## src/rtl/cfg_startup_pkg.sv

```systemverilog
package cfg_startup_pkg;

    typedef enum logic [2:0] {
        ST_RESET      = 3'd0,
        ST_WAIT_FRAME = 3'd1,
        ST_LOAD       = 3'd2,
        ST_INIT       = 3'd3,
        ST_CAL_WAIT   = 3'd4,
        ST_USER       = 3'd5
    } cfg_state_e;

endpackage

```

## src/rtl/cfg_tick_gen.sv

```systemverilog
module cfg_tick_gen #(
    parameter int USE_USER_CLK = 0,
    parameter int SYNC_STAGES  = 2
) (
    input  logic clk,
    input  logic rst_n,
    input  logic user_clk,
    output logic tick
);

    localparam int HIST_W = SYNC_STAGES + 1;

    logic [HIST_W-1:0] hist_q;
    logic              uclk_rise;

    // synchronizer stages plus one history stage for edge detection
    always_ff @(posedge clk or negedge rst_n) begin
        if (!rst_n) begin
            hist_q <= '0;
        end else begin
            hist_q <= {hist_q[HIST_W-2:0], user_clk};
        end
    end

    assign uclk_rise = hist_q[HIST_W-2] & ~hist_q[HIST_W-1];
    assign tick      = (USE_USER_CLK != 0) ? uclk_rise : 1'b1;

    generate
        if (USE_USER_CLK != 0) begin : g_uclk_chk
            // a user clock edge yields a single tick
            p_tick_single_r8: assert property (@(posedge clk) disable iff (!rst_n)
                tick |=> !tick)
                else $error("p_tick_single_r8");
        end
    endgenerate

endmodule

```

## src/rtl/cfg_seq_fsm.sv

```systemverilog
module cfg_seq_fsm
    import cfg_startup_pkg::*;
#(
    parameter int INIT_CYCLES  = 8,
    parameter int USE_CAL_GATE = 1
) (
    input  logic clk,
    input  logic rst_n,
    input  logic frame_valid,
    input  logic frame_last,
    input  logic frame_opt,
    input  logic cal_done,
    input  logic tick,
    output logic done_oe,
    output logic user_mode
);

    localparam int             CNT_W = $clog2(INIT_CYCLES + 1);
    localparam logic [CNT_W-1:0] LAST_CNT = CNT_W'(INIT_CYCLES - 1);

    cfg_state_e       state_q, state_nx;
    logic [CNT_W-1:0] cnt_q;
    logic             opt_q;
    logic             cal_ok;

    assign cal_ok = (USE_CAL_GATE != 0) ? cal_done : 1'b1;

    // state register
    always_ff @(posedge clk or negedge rst_n) begin
        if (!rst_n) begin
            state_q <= ST_RESET;
        end else begin
            state_q <= state_nx;
        end
    end

    // next-state decision
    always_comb begin
        state_nx = state_q;
        unique case (state_q)
            ST_RESET:      state_nx = ST_WAIT_FRAME;
            ST_WAIT_FRAME: if (frame_valid) state_nx = frame_last ? ST_INIT : ST_LOAD;
            ST_LOAD:       if (frame_valid && frame_last) state_nx = ST_INIT;
            ST_INIT:       if (tick && (cnt_q == LAST_CNT))
                               state_nx = cal_ok ? ST_USER : ST_CAL_WAIT;
            ST_CAL_WAIT:   if (cal_ok) state_nx = ST_USER;
            ST_USER:       state_nx = ST_USER;
            default:       state_nx = ST_RESET;
        endcase
    end

    // initialization tick counter
    always_ff @(posedge clk or negedge rst_n) begin
        if (!rst_n) begin
            cnt_q <= '0;
        end else if (state_q != ST_INIT) begin
            cnt_q <= '0;
        end else if (tick) begin
            cnt_q <= cnt_q + CNT_W'(1);
        end
    end

    // status-enable option latched from the first frame only
    always_ff @(posedge clk or negedge rst_n) begin
        if (!rst_n) begin
            opt_q <= 1'b0;
        end else if (state_q == ST_WAIT_FRAME && frame_valid) begin
            opt_q <= frame_opt;
        end
    end

    // outputs
    always_comb begin
        done_oe   = 1'b0;
        user_mode = 1'b0;
        unique case (state_q)
            ST_LOAD, ST_INIT, ST_CAL_WAIT: done_oe = opt_q;
            ST_USER:                       user_mode = 1'b1;
            default: begin
                done_oe   = 1'b0;
                user_mode = 1'b0;
            end
        endcase
    end

    // an enabling first frame pulls the pad low on the next cycle
    p_first_frame_r2: assert property (@(posedge clk) disable iff (!rst_n)
        (state_q == ST_WAIT_FRAME && frame_valid && frame_opt) |=> done_oe)
        else $error("p_first_frame_r2");

    // counter only moves on a tick
    p_cnt_hold_r8: assert property (@(posedge clk) disable iff (!rst_n)
        (state_q == ST_INIT && !tick) |=> $stable(cnt_q))
        else $error("p_cnt_hold_r8");

    // counter never runs past the programmed length
    p_cnt_bound_r4: assert property (@(posedge clk) disable iff (!rst_n)
        cnt_q <= CNT_W'(INIT_CYCLES))
        else $error("p_cnt_bound_r4");

    // user mode is left only through reset
    p_user_sticky_r9: assert property (@(posedge clk) disable iff (!rst_n)
        user_mode |=> user_mode)
        else $error("p_user_sticky_r9");

    generate
        if (USE_CAL_GATE != 0) begin : g_cal_chk
            // no completion while calibration is pending
            p_cal_gate_r6: assert property (@(posedge clk) disable iff (!rst_n)
                (state_q == ST_CAL_WAIT && !cal_done) |=> !user_mode)
                else $error("p_cal_gate_r6");
        end
    endgenerate

endmodule

```

## src/rtl/cfg_io_override.sv

```systemverilog
module cfg_io_override #(
    parameter int IO_W       = 8,
    parameter int REG_W      = 8,
    parameter int OE_OVR_EN  = 1,
    parameter int CLR_OVR_EN = 1
) (
    input  logic             clk,
    input  logic             rst_n,
    input  logic             user_mode,
    input  logic             ovr_oe_allow,
    input  logic             ovr_clr_n,
    input  logic [IO_W-1:0]  core_out,
    input  logic [IO_W-1:0]  core_oe,
    input  logic [REG_W-1:0] core_d,
    output logic [IO_W-1:0]  pad_out,
    output logic [IO_W-1:0]  pad_oe,
    output logic [REG_W-1:0] ureg_q
);

    logic oe_ok;
    logic clr_ok;

    assign oe_ok  = (OE_OVR_EN  == 0) ? 1'b1 : ovr_oe_allow;
    assign clr_ok = (CLR_OVR_EN == 0) ? 1'b1 : ovr_clr_n;

    generate
        for (genvar i = 0; i < IO_W; i++) begin : g_io
            assign pad_out[i] = core_out[i];
            assign pad_oe[i]  = user_mode & oe_ok & core_oe[i];
        end

        for (genvar j = 0; j < REG_W; j++) begin : g_reg
            logic bit_q;
            always_ff @(posedge clk or negedge rst_n) begin
                if (!rst_n) begin
                    bit_q <= 1'b0;
                end else if (!user_mode || !clr_ok) begin
                    bit_q <= 1'b0;
                end else begin
                    bit_q <= core_d[j];
                end
            end
            assign ureg_q[j] = bit_q;
        end

        if (CLR_OVR_EN != 0) begin : g_clr_chk
            // a sampled global clear leaves every register at zero
            p_clear_hold_r11: assert property (@(posedge clk) disable iff (!rst_n)
                !ovr_clr_n |=> (ureg_q == '0))
                else $error("p_clear_hold_r11");
        end
    endgenerate

    // registers stay cleared while not in user mode
    p_regs_idle_r12: assert property (@(posedge clk) disable iff (!rst_n)
        !user_mode |=> (ureg_q == '0) || user_mode)
        else $error("p_regs_idle_r12");

endmodule

```

## src/rtl/cfg_startup_ctrl.sv

```systemverilog
module cfg_startup_ctrl #(
    parameter int IO_W         = 8,
    parameter int REG_W        = 8,
    parameter int INIT_CYCLES  = 8,
    parameter int USE_CAL_GATE = 1,
    parameter int USE_USER_CLK = 0,
    parameter int OE_OVR_EN    = 1,
    parameter int CLR_OVR_EN   = 1
) (
    input  logic             clk,
    input  logic             cfg_rst_n,
    input  logic             frame_valid,
    input  logic             frame_last,
    input  logic             frame_opt,
    input  logic             cal_done,
    input  logic             user_clk,
    input  logic             ovr_oe_allow,
    input  logic             ovr_clr_n,
    input  logic [IO_W-1:0]  core_out,
    input  logic [IO_W-1:0]  core_oe,
    input  logic [REG_W-1:0] core_d,
    output logic [IO_W-1:0]  pad_out,
    output logic [IO_W-1:0]  pad_oe,
    output logic [REG_W-1:0] ureg_q,
    output logic             done_pad_o,
    output logic             done_pad_oe,
    output logic             user_mode
);

    logic tick;

    cfg_tick_gen #(
        .USE_USER_CLK (USE_USER_CLK),
        .SYNC_STAGES  (2)
    ) u_tick (
        .clk      (clk),
        .rst_n    (cfg_rst_n),
        .user_clk (user_clk),
        .tick     (tick)
    );

    cfg_seq_fsm #(
        .INIT_CYCLES  (INIT_CYCLES),
        .USE_CAL_GATE (USE_CAL_GATE)
    ) u_fsm (
        .clk         (clk),
        .rst_n       (cfg_rst_n),
        .frame_valid (frame_valid),
        .frame_last  (frame_last),
        .frame_opt   (frame_opt),
        .cal_done    (cal_done),
        .tick        (tick),
        .done_oe     (done_pad_oe),
        .user_mode   (user_mode)
    );

    cfg_io_override #(
        .IO_W       (IO_W),
        .REG_W      (REG_W),
        .OE_OVR_EN  (OE_OVR_EN),
        .CLR_OVR_EN (CLR_OVR_EN)
    ) u_ovr (
        .clk          (clk),
        .rst_n        (cfg_rst_n),
        .user_mode    (user_mode),
        .ovr_oe_allow (ovr_oe_allow),
        .ovr_clr_n    (ovr_clr_n),
        .core_out     (core_out),
        .core_oe      (core_oe),
        .core_d       (core_d),
        .pad_out      (pad_out),
        .pad_oe       (pad_oe),
        .ureg_q       (ureg_q)
    );

    // open-drain status pad: data is tied low, only the enable moves
    assign done_pad_o = 1'b0;

    // entering user mode coincides with releasing the status pad
    p_release_at_user_r4: assert property (@(posedge clk) disable iff (!cfg_rst_n)
        $rose(user_mode) |-> !done_pad_oe)
        else $error("p_release_at_user_r4");

endmodule

```

## config.mk

```make
export PLATFORM = sky130hd
export DESIGN_NAME = cfg_startup_ctrl
export DESIGN_NICKNAME = d
export VERILOG_FILES = /design/src/rtl/cfg_startup_pkg.sv /design/src/rtl/cfg_tick_gen.sv /design/src/rtl/cfg_seq_fsm.sv /design/src/rtl/cfg_io_override.sv /design/src/rtl/cfg_startup_ctrl.sv
export SDC_FILE = /design/constraint.sdc
export NUM_CORES = 1
export LEC_CHECK = 0
export BUFFER_PORTS_ARGS = -buffer_cell sky130_fd_sc_hd__buf_4
export CAP_MARGIN = 20
export CORE_AREA = 2 2 48 50
export CTS_BUF_LIST = sky130_fd_sc_hd__clkbuf_8
export DETAILED_ROUTE_END_ITERATION = 7
export DIE_AREA = 0 0 50 52
export PLACE_DENSITY = 0.82
export SLEW_MARGIN = 20
export SYNTH_ARGS = -nofsm -noshare
export SYNTH_HDL_FRONTEND = slang
export SYNTH_SLANG_ARGS = --single-unit
```

## constraint.sdc

```tcl
create_clock -name clk -period 3.5 [get_ports clk]
set_clock_uncertainty 0.2 [all_clocks]
set_input_delay 0.525 -clock clk [delete_from_list [all_inputs] [get_ports clk]]
set_output_delay 0.525 -clock clk [all_outputs]
set_load 0.05 [all_outputs]
```

==> flow_metrics.env, run 1 <==
export IMPL_rsz0062_at_grt="no"
export IMPL_setup_tns_ps=0
export IMPL_arrival_ps=1590
export IMPL_wl_um=1620
export IMPL_initial_core_util_pct=41.7
export IMPL_async_reset_ff_share_pct=100
export IMPL_yosys_top_cells_area="dfrtp_1 (46%), buf_4 (15%), and2_1 (12%)"
export IMPL_setup_viol=0
export IMPL_min_period_ps=2320
export IMPL_pin_count=60
export IMPL_vias=633
export IMPL_antenna_found_initial=0
export IMPL_synth_compound_area_share_pct=6.70
export IMPL_cp_required_ps=2770
export IMPL_setup_worst_path_start="u_fsm.state_q[2]"
export IMPL_synth_top_cell_by_area="dfrtp_1"
export IMPL_switchingPower_mw=0.194
export IMPL_ys_top_cells_by_count="and2_1 (17), buf_4 (17), dfrtp_1 (16)"
export IMPL_power_frac_clock_pct=25.8
export IMPL_cts_tree="yes"
export IMPL_overflow=0
export IMPL_worst_ir_drop_vdd_mv=0.392
export IMPL_numPlacedInstances=138
export IMPL_via_per_inst=4.43
export IMPL_p_leak_nw=0.607
export IMPL_routedWlPerCell_um=11.3
export IMPL_grt_pass1_vias=566
export IMPL_internal_power_mw=0.416
export IMPL_hold_violations=0
export IMPL_synth_nets=122
export IMPL_r2r_slack_ps=1840
export IMPL_drtIter0Drc=4
export IMPL_grt_max_degree=17
export IMPL_die_w_um=50
export IMPL_synth_edf_count=0
export IMPL_rows=17
export IMPL_finalCritPeriodShare_pct=66.3
export IMPL_num_nets_final=150
export IMPL_synth_top_family_by_area="simple AND/OR/NAND/NOR gates"
export IMPL_p_comb_share_pct=31.2
export IMPL_cap_violations=0
export IMPL_fin_cells=143
export IMPL_synthMuxAreaShare_pct=3.00
export IMPL_cts_htree_levels=1
export IMPL_synth_cell_type_count=26
export IMPL_diodes=0
export IMPL_io_buffers=41
export IMPL_cts_resized=0
export IMPL_yosys_warnings=0
export IMPL_ys_flop_type="dfrtp_1"
export IMPL_synth_simple_area_share_pct=25.1
export IMPL_grtUsageTotal_pct=13.1
export IMPL_die_area_um2=2600
export IMPL_yosysSeqAreaShare_pct=45.6
export IMPL_hold_start="u_fsm.cnt_q[0]"
export IMPL_r2r_end="u_fsm.state_q[0]"
export IMPL_postRouteAntennaNets=0
export IMPL_r2r_start="u_fsm.state_q[0]"
export IMPL_reg2regPathDepth=4
export IMPL_dp_hpwl_um=1280
export IMPL_gp_congestion=0.758
export IMPL_postSynthAreaPerCell_um2=9.97
export IMPL_synth_area_um2=877
export IMPL_die_y_um=52
export IMPL_worstHoldPathType="register to register"
export IMPL_cp_end_kind="output pin"
export IMPL_fill_cells=190
export IMPL_seqPwrFrac_pct=42.9
export IMPL_syn_inst=88
export IMPL_layout_drive_gt1_share_pct=42.6
export IMPL_grt_pass1_wl_um=2530
export IMPL_cp_endpoint="pad_oe[0]"
export IMPL_crit_type="register to output pin"
export IMPL_synth_xor_area_share_pct=2.00
export IMPL_synth_ff_latch_count=16
export IMPL_drc=0
export IMPL_final_max_slew_violation_count=0
export IMPL_area_growth_pct=30.8
export IMPL_netSwitchingFraction_pct=31.8
export IMPL_core_area_um2=2110
export IMPL_max_freq_mhz=431
export IMPL_yosys_area_top_type_share_pct=45.6
export IMPL_status="finished, final reports clean"
export IMPL_path_clk_slew_ps=60
export IMPL_clockRootBuffer="clkbuf_8"
export IMPL_path_max_fanout=8
export IMPL_cts_sinks=16
export IMPL_pwr_density_cell_nw_per_um2=532
export IMPL_drtPass1Iterations=2
export IMPL_power_mw=0.611
export IMPL_clk_latency_ps=250
export IMPL_synth_fa_ha_area_share_pct=1.43
export IMPL_clockBufferDepth=2
export IMPL_worstSetupStartpointType="register"
export IMPL_cts_buffers=3
kinds of logic after synthesis:
logic type / after synthesis
AND/OR/NAND/NOR: 39
buffers and inverters: 19
flip-flops: 16
AO/OA/AOI/OAI: 8
XOR/XNOR: 2
multiplexers: 2
adder cells (fa/ha/maj): 1
other: 1
flip-flops by register name, indices dropped and copies added, names as in the netlist:
signal	count
u_ovr.g.bit_q	8
u_fsm.state_q	3
u_fsm.opt_q	1
u_fsm.cnt_q	4
worst min path at each step:
stage | end | slack (ps) | cells after the start
4_1_cts | u_fsm.cnt_q[0] | 280 | 1
5_1_grt | u_ovr.g_reg[2].bit_q | 280 | 2
3_5_place_dp | u_ovr.g_reg[5].bit_q | 190 | 1
6_report | u_fsm.cnt_q[0] | 280 | 1
3_3_place_gp | u_ovr.g_reg[5].bit_q | 190 | 1
2_1_floorplan | u_fsm.cnt_q[0] | 30 | 0
through the flow:
stage | area [µm²] | utilization [%] | hold WS, ps | worst slack, ps
6_report | 1150 | 54.5 | 278 | 1180
5_1_grt | 1150 | 54.5 | 282 | 1040
4_1_cts | 1150 | 54.5 | 277 | 1180
3_5_place_dp | 1080 | 51.4 | 188 | 1470
3_3_place_gp | 1080 | 51.4 | 187 | 1520
2_1_floorplan | 877 | - | 29.4 | 1480
routing by layer:
metal  part of all wire [%]  global-route usage [%]  up-vias
met5                      0                       0        -
met4                    1.5                    6.02        0
met3                    4.6                    4.02        5
met2                     57                    23.2       15
met1                     37                    14.2      296
li1                       -                       -      317
area by class of cell:
class	instances	area, µm²	area share (%)
Multi-Input combinational cell	53	339	29.6
Sequential cell	16	400	34.9
Timing Repair Buffer	42	318	27.7
Clock buffer	4	55.1	4.80
Tap cell	28	35.0	3.05
power by group through the flow:
stage | Clock (mW) | Combinational (mW) | Sequential (mW)
after floorplan | 0 | 0.191 | 0.237
after global routing | 0.171 | 0.208 | 0.269
after global placement | 0 | 0.185 | 0.261
after detailed placement | 0 | 0.191 | 0.264
after CTS | 0.162 | 0.193 | 0.262
final | 0.158 | 0.191 | 0.262
critical path, cell delays in order (launching register included):
cell and delay (ps):
dfrtp_1 450, nor2b_1 260, and3_1 290, and2_1 150, buf_4 190
placed cells by master, fill, tap and decap left out, types with 2 or more instances in the layout:
cell type	n
and3_1	3
dfrtp_1	16
nand2_1	4
o21ai_0	2
nor2_1	8
nor2b_1	2
and2_1	17
buf_4	41
clkbuf_8	4
what timing repair did:
action                     CTS  global route
hold endpoints to repair    16             0
setup endpoints to repair    0             0
buffers inserted             0             0
hold buffers                 1             0
No activity file was read; power rests on OpenSTA's default activity.
==> inputs of run 2 (changes only) <==
--- a/config.mk
+++ b/config.mk
@@ -7,11 +7,11 @@
 export LEC_CHECK = 0
 export BUFFER_PORTS_ARGS = -buffer_cell sky130_fd_sc_hd__buf_4
 export CAP_MARGIN = 20
-export CORE_AREA = 2 2 48 50
+export CORE_AREA = 2 2 49 51
 export CTS_BUF_LIST = sky130_fd_sc_hd__clkbuf_8
 export DETAILED_ROUTE_END_ITERATION = 7
-export DIE_AREA = 0 0 50 52
-export PLACE_DENSITY = 0.82
+export DIE_AREA = 0 0 51 53
+export PLACE_DENSITY = 0.79
 export SLEW_MARGIN = 20
 export SYNTH_ARGS = -nofsm -noshare
 export SYNTH_HDL_FRONTEND = slang
==> constraint.sdc (replaced) <==
create_clock -name clk -period 2.2 [get_ports clk]
set_clock_uncertainty 0.2 [all_clocks]
set_input_delay 0.33 -clock clk [delete_from_list [all_inputs] [get_ports clk]]
set_output_delay 0.33 -clock clk [all_outputs]
set_load 0.05 [all_outputs]
==> run 2 against run 1 <==
Compared with the run above:
- sequential power increased by 59%
- first-iteration DRC count decreased by 50%
- non-clock buffer count unchanged
- via count increased by 3.2%
- clock power increased by 29%
- register-to-register slack got worse by 1300 ps
- sequential share of layout area increased by 0.42 points
- global-route usage decreased by 0.71 points
- total power increased by 52%
- critical path depth unchanged
- sequential cell count unchanged
- die area increased by 4.0%
- critical endpoint unchanged
==> flow_metrics.env, run 2 (synthesis results as in run 1) <==
export IMPL_status="finished, final reports clean"
export IMPL_worst_ir_drop_vdd_mv=0.538
export IMPL_setup_tns_ps=0
export IMPL_area_growth_pct=29.2
export IMPL_crit_type="register to output pin"
export IMPL_grtUsageTotal_pct=12.4
export IMPL_drtIter0Drc=2
export IMPL_layout_drive_gt1_share_pct=42.1
export IMPL_gp_congestion=0.742
export IMPL_wl_um=1620
export IMPL_die_area_um2=2700
export IMPL_clockRootBuffer="clkbuf_8"
export IMPL_cts_buffers=3
export IMPL_clockBufferDepth=2
export IMPL_die_y_um=53
export IMPL_path_clk_slew_ps=60
export IMPL_routedWlPerCell_um=11.4
export IMPL_final_common_cell="buf_4"
export IMPL_r2r_start="u_fsm.cnt_q[0]"
export IMPL_p_leak_nw=0.599
export IMPL_r2r_end="u_fsm.state_q[0]"
export IMPL_setup_viol=0
export IMPL_cts_htree_levels=1
export IMPL_reg2regPathDepth=5
export IMPL_dp_hpwl_um=1330
export IMPL_post_cts_setup_buffers=0
export IMPL_num_nets_final=150
export IMPL_top_register="u_ovr.g.bit_q"
export IMPL_setup_worst_path_start="u_fsm.state_q[2]"
export IMPL_grt_pass1_wl_um=2470
export IMPL_clk_latency_ps=240
export IMPL_largest_reg_flops=8
export IMPL_core_area_um2=2150
export IMPL_fill_cells=189
export IMPL_vias=653
export IMPL_power_mw=0.926
export IMPL_cp_required_ps=1670
export IMPL_diodes=0
export IMPL_via_per_inst=4.60
export IMPL_r2r_slack_ps=550
export IMPL_pin_count=60
export IMPL_min_period_ps=2110
export IMPL_grt_max_degree=17
export IMPL_hold_violations=0
export IMPL_worstHoldPathType="input pin to register"
export IMPL_final_cell_mix="buf_4 (41), and2_1 (17), dfrtp_1 (16), nor2_1 (8), nand2_1 (4)"
export IMPL_cp_endpoint="pad_oe[0]"
export IMPL_overflow=0
export IMPL_rows=17
export IMPL_path_max_fanout=8
export IMPL_cts_sinks=16
export IMPL_max_freq_mhz=475
export IMPL_initial_core_util_pct=40.8
export IMPL_antenna_found_initial=0
export IMPL_reg_top3="u_ovr.g.bit_q (8), u_fsm.cnt_q (4), u_fsm.state_q (3)"
export IMPL_cts_tree="yes"
export IMPL_cp_end_kind="output pin"
export IMPL_utilization_pct=52.8
export IMPL_drc=0
export IMPL_final_max_slew_violation_count=0
export IMPL_die_w_um=51
export IMPL_postRouteAntennaNets=0
export IMPL_worstSetupStartpointType="register"
export IMPL_pwr_density_cell_nw_per_um2=817
export IMPL_rsz0062_at_grt="no"
export IMPL_arrival_ps=1580
export IMPL_io_buffers=41
export IMPL_cap_violations=0
export IMPL_drtPass1Iterations=2
export IMPL_grt_pass1_vias=599
export IMPL_finalCritPeriodShare_pct=95.8
export IMPL_cts_resized=0
## run 2: cell types whose count changed in the layout (fill, tap and decap cells not counted)
cell and delta:
clkbuf_8 -1
## run 2: metrics by stage
step	area [µm²]	setup slack (ps)	hold slack (ps)	instances
floorplan	877	375	-166	88
global placement	1080	435	-5.59	138
detailed placement	1080	347	-5.76	138
CTS	1130	86.3	92.8	142
global route	1130	2.53	89.5	142
finish	1130	92.6	95.9	142
## run 2: worst min path at each step
stage | from | endpoint | cells after the start | slack, ps
after floorplan | cfg_rst_n | u_fsm.cnt_q[0] | 0 | -170
after global placement | cfg_rst_n | u_ovr.g_reg[2].bit_q | 1 | -6
after detailed placement | cfg_rst_n | u_ovr.g_reg[1].bit_q | 1 | -6
after CTS | core_d[5] | u_ovr.g_reg[5].bit_q | 2 | 90
after global routing | core_d[5] | u_ovr.g_reg[5].bit_q | 2 | 90
final | core_d[1] | u_ovr.g_reg[1].bit_q | 2 | 100
## run 2: final cells by class
cell class	instances	area, µm²	share of cell area [%]
well taps	28	35.0	3.09
clock buffers	3	41.3	3.64
multi-input cells	53	339	29.9
repair buffers	42	318	28.0
flip-flops and latches	16	400	35.3
## run 2: layer usage
layer	up-vias	track usage (%)	wire (µm)
met4	0	4.95	19
met5	-	0	0
met1	311	13.9	599
met3	4	3.67	90
met2	20	21.9	914
li1	318	-	-
## run 2: report_power, final
part           switching, mW  leakage [nW]  total (mW)  internal (mW)
Sequential            0.0696         0.211       0.417          0.348
Combinational          0.147         0.367       0.305          0.158
Clock                 0.0834        0.0216       0.204          0.121
Total                  0.300         0.599       0.926          0.626
## run 2: worst max-delay path, stage by stage (launching register included)
cell and delay (ps):
dfrtp_1 460, nor2b_1 220, and3_1 290, and2_1 170, buf_4 200
## run 2: what timing repair did
action                     CTS  global route
setup endpoints to repair    0             0
hold endpoints to repair    16             0
hold buffers                 1             0
